===== src/rtl/tod_pkg.sv =====
package tod_pkg;

    localparam int unsigned DIGIT_W  = 4;
    localparam int unsigned N_LOW    = 4;   // seconds units/tens, minutes units/tens
    localparam int unsigned N_PULSE  = 3;

    localparam int unsigned P_TICK   = 0;
    localparam int unsigned P_MIN    = 1;
    localparam int unsigned P_HOUR   = 2;

    typedef logic [DIGIT_W-1:0] bcd_t;

    typedef struct packed {
        bcd_t [N_LOW-1:0] low;
        bcd_t             hr_u;
        bcd_t             hr_t;
        logic             pend_min;
        logic             pend_hr;
        logic             day_n;
    } tod_state_t;

    // Even positions are units digits (0..9), odd positions are tens digits (0..5).
    function automatic int unsigned low_limit(input int unsigned idx);
        return (idx % 2 == 0) ? 9 : 5;
    endfunction

endpackage


===== src/rtl/tod_edge_sync.sv =====
module tod_edge_sync #(
    parameter int unsigned STAGES      = 2,
    parameter bit          IDLE        = 1'b1,
    parameter bit          DETECT_FALL = 1'b1
) (
    input  logic clk,
    input  logic rst_n,
    input  logic din,
    output logic evt_o
);

    localparam int unsigned DEPTH = DETECT_FALL ? STAGES + 1 : STAGES;

    logic [DEPTH-1:0] sh_d, sh_q;

    always_comb begin
        sh_d = {sh_q[DEPTH-2:0], din};
    end

    always_ff @(posedge clk or negedge rst_n) begin
        if (!rst_n) begin
            sh_q <= {DEPTH{IDLE}};
        end else begin
            sh_q <= sh_d;
        end
    end

    generate
        if (DETECT_FALL) begin : g_fall
            // previous synchronized sample high, current low
            assign evt_o = sh_q[DEPTH-1] & ~sh_q[DEPTH-2];
        end else begin : g_level
            assign evt_o = sh_q[DEPTH-1];
        end
    endgenerate

endmodule


===== src/rtl/tod_digit_step.sv =====
module tod_digit_step #(
    parameter int unsigned WIDTH = 4,
    parameter int unsigned LIMIT = 9
) (
    input  logic [WIDTH-1:0] cur_i,
    input  logic             en_i,
    output logic [WIDTH-1:0] nxt_o,
    output logic             at_top_o
);

    localparam logic [WIDTH-1:0] TOP = WIDTH'(LIMIT);

    always_comb begin
        at_top_o = (cur_i == TOP);
        if (!en_i) begin
            nxt_o = cur_i;
        end else if (cur_i >= TOP) begin
            nxt_o = '0;
        end else begin
            nxt_o = cur_i + 1'b1;
        end
    end

endmodule


===== src/rtl/tod_hour_step.sv =====
module tod_hour_step #(
    parameter int unsigned WIDTH         = 4,
    parameter int unsigned HOURS_PER_DAY = 24
) (
    input  logic [WIDTH-1:0] units_i,
    input  logic [WIDTH-1:0] tens_i,
    input  logic             en_i,
    output logic [WIDTH-1:0] units_o,
    output logic [WIDTH-1:0] tens_o,
    output logic             at_last_o
);

    localparam logic [WIDTH-1:0] TENS_LAST  = WIDTH'((HOURS_PER_DAY - 1) / 10);
    localparam logic [WIDTH-1:0] UNITS_LAST = WIDTH'((HOURS_PER_DAY - 1) % 10);
    localparam logic [WIDTH-1:0] UNITS_MAX  = WIDTH'(9);

    always_comb begin
        // last hour of the day needs both digits
        at_last_o = (tens_i == TENS_LAST) && (units_i == UNITS_LAST);
        units_o   = units_i;
        tens_o    = tens_i;
        if (en_i) begin
            if (at_last_o) begin
                units_o = '0;
                tens_o  = '0;
            end else if (units_i >= UNITS_MAX) begin
                units_o = '0;
                tens_o  = tens_i + 1'b1;
            end else begin
                units_o = units_i + 1'b1;
            end
        end
    end

endmodule


===== src/rtl/tod_bcd_chain.sv =====
module tod_bcd_chain
    import tod_pkg::*;
#(
    parameter int unsigned SYNC_STAGES   = 2,
    parameter int unsigned HOURS_PER_DAY = 24
) (
    input  logic       clk,
    input  logic       rst_n,
    input  logic       clear_i,
    input  logic       sec_tick_n,
    input  logic       set_min_n,
    input  logic       set_hr_n,
    output logic [3:0] sec_ones_o,
    output logic [3:0] sec_tens_o,
    output logic [3:0] min_ones_o,
    output logic [3:0] min_tens_o,
    output logic [3:0] hr_ones_o,
    output logic [3:0] hr_tens_o,
    output logic       day_pulse_n_o
);

    tod_state_t st_d, st_q;

    logic [N_PULSE-1:0] pulse_raw;
    logic [N_PULSE-1:0] pulse_fall;
    logic               clear_lvl;

    logic [N_LOW-1:0]   low_en;
    logic [N_LOW-1:0]   low_top;
    bcd_t [N_LOW-1:0]   low_nxt;

    logic               tick_go, min_req, hr_req, min_go, hr_go;
    logic               hr_tick, hr_en, hr_last;
    bcd_t               hr_u_nxt, hr_t_nxt;

    // ---------------- input synchronizers ----------------
    assign pulse_raw[P_TICK] = sec_tick_n;
    assign pulse_raw[P_MIN]  = set_min_n;
    assign pulse_raw[P_HOUR] = set_hr_n;

    generate
        for (genvar g = 0; g < N_PULSE; g++) begin : g_pulse
            tod_edge_sync #(
                .STAGES      (SYNC_STAGES),
                .IDLE        (1'b1),
                .DETECT_FALL (1'b1)
            ) u_sync (
                .clk   (clk),
                .rst_n (rst_n),
                .din   (pulse_raw[g]),
                .evt_o (pulse_fall[g])
            );
        end
    endgenerate

    tod_edge_sync #(
        .STAGES      (SYNC_STAGES),
        .IDLE        (1'b0),
        .DETECT_FALL (1'b0)
    ) u_clear_sync (
        .clk   (clk),
        .rst_n (rst_n),
        .din   (clear_i),
        .evt_o (clear_lvl)
    );

    // ---------------- digit steppers ----------------
    generate
        for (genvar i = 0; i < N_LOW; i++) begin : g_low
            tod_digit_step #(
                .WIDTH (DIGIT_W),
                .LIMIT (low_limit(i))
            ) u_digit (
                .cur_i    (st_q.low[i]),
                .en_i     (low_en[i]),
                .nxt_o    (low_nxt[i]),
                .at_top_o (low_top[i])
            );
        end
    endgenerate

    tod_hour_step #(
        .WIDTH         (DIGIT_W),
        .HOURS_PER_DAY (HOURS_PER_DAY)
    ) u_hour (
        .units_i   (st_q.hr_u),
        .tens_i    (st_q.hr_t),
        .en_i      (hr_en),
        .units_o   (hr_u_nxt),
        .tens_o    (hr_t_nxt),
        .at_last_o (hr_last)
    );

    // ---------------- event arbitration and carry enables ----------------
    always_comb begin
        tick_go = pulse_fall[P_TICK];
        min_req = pulse_fall[P_MIN]  | st_q.pend_min;
        hr_req  = pulse_fall[P_HOUR] | st_q.pend_hr;
        // the tick owns the cycle; a set request waits one cycle behind it
        min_go  = min_req & ~tick_go;
        hr_go   = hr_req  & ~tick_go;

        low_en[0] = tick_go;
        low_en[1] = tick_go & low_top[0];
        low_en[2] = (tick_go & low_top[0] & low_top[1]) | min_go;
        low_en[3] = tick_go & low_top[0] & low_top[1] & low_top[2];
        hr_tick   = tick_go & (&low_top);
        hr_en     = hr_tick | hr_go;
    end

    // ---------------- next state ----------------
    always_comb begin
        st_d          = st_q;
        st_d.low      = low_nxt;
        st_d.hr_u     = hr_u_nxt;
        st_d.hr_t     = hr_t_nxt;
        st_d.pend_min = min_req & tick_go;
        st_d.pend_hr  = hr_req  & tick_go;
        st_d.day_n    = ~(hr_tick & hr_last);
        if (clear_lvl) begin
            st_d       = '0;
            st_d.day_n = 1'b1;
        end
    end

    always_ff @(posedge clk or negedge rst_n) begin
        if (!rst_n) begin
            st_q       <= '0;
            st_q.day_n <= 1'b1;
        end else begin
            st_q <= st_d;
        end
    end

    assign sec_ones_o    = st_q.low[0];
    assign sec_tens_o    = st_q.low[1];
    assign min_ones_o    = st_q.low[2];
    assign min_tens_o    = st_q.low[3];
    assign hr_ones_o     = st_q.hr_u;
    assign hr_tens_o     = st_q.hr_t;
    assign day_pulse_n_o = st_q.day_n;

endmodule


===== config.mk =====
export PLATFORM = sky130hd
export DESIGN_NAME = tod_bcd_chain
export DESIGN_NICKNAME = d
export VERILOG_FILES = /design/src/rtl/tod_pkg.sv /design/src/rtl/tod_edge_sync.sv /design/src/rtl/tod_digit_step.sv /design/src/rtl/tod_hour_step.sv /design/src/rtl/tod_bcd_chain.sv
export SDC_FILE = /design/constraint.sdc
export NUM_CORES = 1
export LEC_CHECK = 0
export CAP_MARGIN = 0
export CORE_MARGIN = 2
export CORE_UTILIZATION = 45
export DETAILED_ROUTE_END_ITERATION = 8
export MAX_ROUTING_LAYER = met4
export PLACE_DENSITY = 0.68
export SYNTH_ARGS = -nofsm -noshare
export SYNTH_HDL_FRONTEND = slang
export SYNTH_SLANG_ARGS = --single-unit
export TNS_END_PERCENT = 10

===== constraint.sdc =====
create_clock -name clk -period 3.6 [get_ports clk]
set_input_delay 0.72 -clock clk [delete_from_list [all_inputs] [get_ports clk]]
set_output_delay 0.72 -clock clk [all_outputs]
set_load 0.03 [all_outputs]

==> results.sh <==
export IMPL_status="completed"
export IMPL_synth_seq_cells=38
export IMPL_rrSetupSlack_ns=1.57
export IMPL_dr_pass1_iters=4
export IMPL_clk_pin_slew_worst_paths_ns=0.07
export IMPL_drv_cap=0
export IMPL_postSynthCellCount=219
export IMPL_finalNonFillerCells=294
export IMPL_synth_nets=242
export IMPL_grt_pass1_vias=1403
export IMPL_cts_buffers=5
export IMPL_ys_dominant_reg_cell="dfrtp_1"
export IMPL_synth_seq_area_share_pct=42.5
export IMPL_r2r_cells=4
export IMPL_synth_top_cell_by_area="dfrtp_1"
export IMPL_portBuffers=30
export IMPL_fin_tns_setup_ns=0
export IMPL_fp_dieW_um=74.9
export IMPL_crit_fanout=9
export IMPL_critPathKind="reg2out"
export IMPL_slowest_stage="clkdlybuf4s50_1"
export IMPL_worst_path_stages=1
export IMPL_synth_top_cell_area_share_pct=30.9
export IMPL_max_freq_mhz=446
export IMPL_num_io_pins=31
export IMPL_cp_end_kind="output pin"
export IMPL_hold_slack_ns=0.351
export IMPL_drt_initial_drc_count=158
export IMPL_cts_max_level=2
export IMPL_leakage_uw=0.00110
export IMPL_detail_route_antenna_nets=0
export IMPL_hp_class="reg2reg"
export IMPL_grt_setup_unrepaired="no"
export IMPL_cts_resized=0
export IMPL_cts_tree="yes"
export IMPL_vias=1573
export IMPL_start_util_pct=47.3
export IMPL_clock_skew_ns=0.0121
export IMPL_power_uw=1080
export IMPL_postCtsSetupBuffers=0
export IMPL_rr_startpoint="u_clear_sync.sh_q[1]"
export IMPL_grt_antenna_before_repair=0
export IMPL_synth_avg_cell_area_um2=10.3
export IMPL_fp_row_count=25
export IMPL_clkSinkCount=38
export IMPL_synth_cell_types=52
export IMPL_ys_warn_count=0
export IMPL_crit_start="hr_ones_o[3]"
export IMPL_relSlewSlack_pct=39.2
export IMPL_post_route_min_period_ns=2.24
export IMPL_overflow=0
export IMPL_num_nets_final=249
export IMPL_report_final_slew_viol_count=0
export IMPL_netlist_area_um2=2260
export IMPL_crit_family="buffers and inverters"
export IMPL_timing_final_crit_share_pct=62.3
export IMPL_ir_drop_uv=340
export IMPL_async_reset_ff_share_pct=100
export IMPL_area_delta_synth_final_pct=13.6
export IMPL_cts_buffer_depth=2
export IMPL_drive_above_1_share_pct=12.8
export IMPL_grt_max_degree=39
export IMPL_fillers=414
export IMPL_synth_edf_count=0
export IMPL_dieArea_um2=5620
export IMPL_cp_arrival_ns=1.52
export IMPL_route_detailed_drc=0
export IMPL_cts_root_buf="clkbuf_8"
export IMPL_finish_utilization_pct=53.8
export IMPL_setup_violations=0
export IMPL_max_stage_delay_ns=0.73
export IMPL_crit_path_end="hr_ones_o[3]"
export IMPL_dp_hpwl_um=2700
export IMPL_grt_pass1_wl_um=6560
export IMPL_cp_required_ns=2.88
export IMPL_die_h_um=74.9
export IMPL_worstSkewPairLatency_ns=0.30
export IMPL_powerDensity_nw_per_um2=421
export IMPL_place_congestion=0.828
export IMPL_placed_cells=286
export IMPL_track_usage_pct=16.0
export IMPL_via_per_inst=5.35
export IMPL_cp_buffers_inverters=1
export IMPL_fp_coreArea_um2=4790
export IMPL_wire_per_inst_um=13.4
export IMPL_synth_area_leaders="dfrtp_1 (31%), dfstp_2 (12%), ha_1 (9.4%), buf_4 (8.0%), nand3_1 (2.7%)"
export IMPL_num_antenna_cells=0
export IMPL_tightest_slew_ns=0.912
export IMPL_routed_wl_um=3950
export IMPL_worstSetupStartpointType="flop"
export IMPL_r2r_end="min_ones_o[0]"
export IMPL_crit_chain="clkdlybuf4s50_1"
export IMPL_holdBufCountCts=0
export IMPL_hold_violations=0
cells by family (layout without fill, tap and decap cells):
kind of cell             count (synthesis)  count (layout)  synth area share (%)
XOR/XNOR                                 1               1                 0.387
flip-flops                              38              38                  42.5
AND/OR/NAND/NOR                         76              76                  21.7
adder cells (fa/ha/maj)                 17              17                  9.39
buffers and inverters                   45              53                  11.9
AO/OA/AOI/OAI                           39              39                  12.7
multiplexers                             3               3                  1.38
cell type report:
cell class	count	area, um2	area share [%]
multi-input cells	136	1030	40.1
flip-flops and latches	38	963	37.4
repair buffers	30	295	11.5
well taps	67	83.8	3.26
clock buffers	6	82.6	3.21
clock inverters	2	60.1	2.33
inverters	15	56.3	2.19
per-layer routing:
| metal | global-route usage, % | wire length, um | vias to the layer above | share of wire (%) |
|---|---|---|---|---|
| li1 | - | - | 778 | - |
| met3 | 4.15 | 182 | 6 | 4.6 |
| met2 | 23.6 | 1850 | 45 | 47 |
| met4 | 6.94 | 68 | 0 | 1.7 |
| met5 | - | 0 | - | 0 |
| met1 | 20.7 | 1850 | 744 | 47 |
worst min-delay path by stage:
stage | endpoint | from | depth (start not counted) | slack, ns
6_report | u_clear_sync.sh_q[1] | u_clear_sync.sh_q[0] | 0 | 0.35
2_1_floorplan | u_clear_sync.sh_q[1] | u_clear_sync.sh_q[0] | 0 | 0.33
3_5_place_dp | u_clear_sync.sh_q[1] | u_clear_sync.sh_q[0] | 0 | 0.34
3_3_place_gp | u_clear_sync.sh_q[1] | u_clear_sync.sh_q[0] | 0 | 0.33
5_1_grt | g_pulse[2].u_sync.sh_q[1] | g_pulse[2].u_sync.sh_q[0] | 0 | 0.36
4_1_cts | u_clear_sync.sh_q[1] | u_clear_sync.sh_q[0] | 0 | 0.35
power breakdown:
group	total [uW]	switching, uW	internal [uW]
logic	156	91.0	64.9
clock network	450	154	296
registers	479	27.2	451
total	1080	273	812
placed cells by master, fill, tap and decap left out, drive strengths merged, types with 3 or more instances in the layout:
master | netlist | layout
nor2b | 5 | 5
or4 | 4 | 4
dfrtp | 28 | 28
clkdlybuf4s50 | 0 | 29
o21ai | 3 | 3
a21oi | 10 | 10
nor3 | 8 | 8
nand2 | 12 | 12
dfstp | 10 | 10
inv | 15 | 15
o2bb2ai | 3 | 3
nor2 | 13 | 13
a32o | 4 | 4
nand3 | 12 | 12
nand2b | 4 | 4
nor4 | 3 | 3
clkbuf | 3 | 6
o32ai | 3 | 3
ha | 17 | 17
state kept, by name, summed over array words and instances, names as in the netlist:
register / flops
sec_ones_o: 4
u_clear_sync.sh_q: 2
day_pulse_n_o: 1
g_pulse.u_sync.sh_q: 9
min_ones_o: 4
sec_tens_o: 4
hr_ones_o: 4
hr_tens_o: 4
st_q: 2
min_tens_o: 4
synthesized netlist by cell type (2+ instances only):
library cell and number:
o2bb2ai_1 3, or4_1 3, a21oi_1 10, inv_1 15, o32ai_1 3, clkbuf_1 3
nor3_1 8, o21ai_0 3, a22o_1 2, o31ai_1 2, nand2_1 12, a32o_1 4
o21bai_1 2, ha_1 17, buf_4 24, nand2b_1 3, a41oi_1 2, dfstp_2 10
nand4b_1 2, dfrtp_1 28, buf_2 2, nor4_4 2, mux2i_1 2, nand4_1 2
nor2_1 13, nand3_1 12, nor2b_1 5
stage by stage:
stage,instance area (um2),setup slack (ns)
final,2570,1.36
after global routing,2570,1.25
after CTS,2570,1.33
after detailed placement,2430,1.58
after global placement,2430,1.64
after floorplan,2260,1.75
Note: power is estimated with default switching activity, not from simulation.
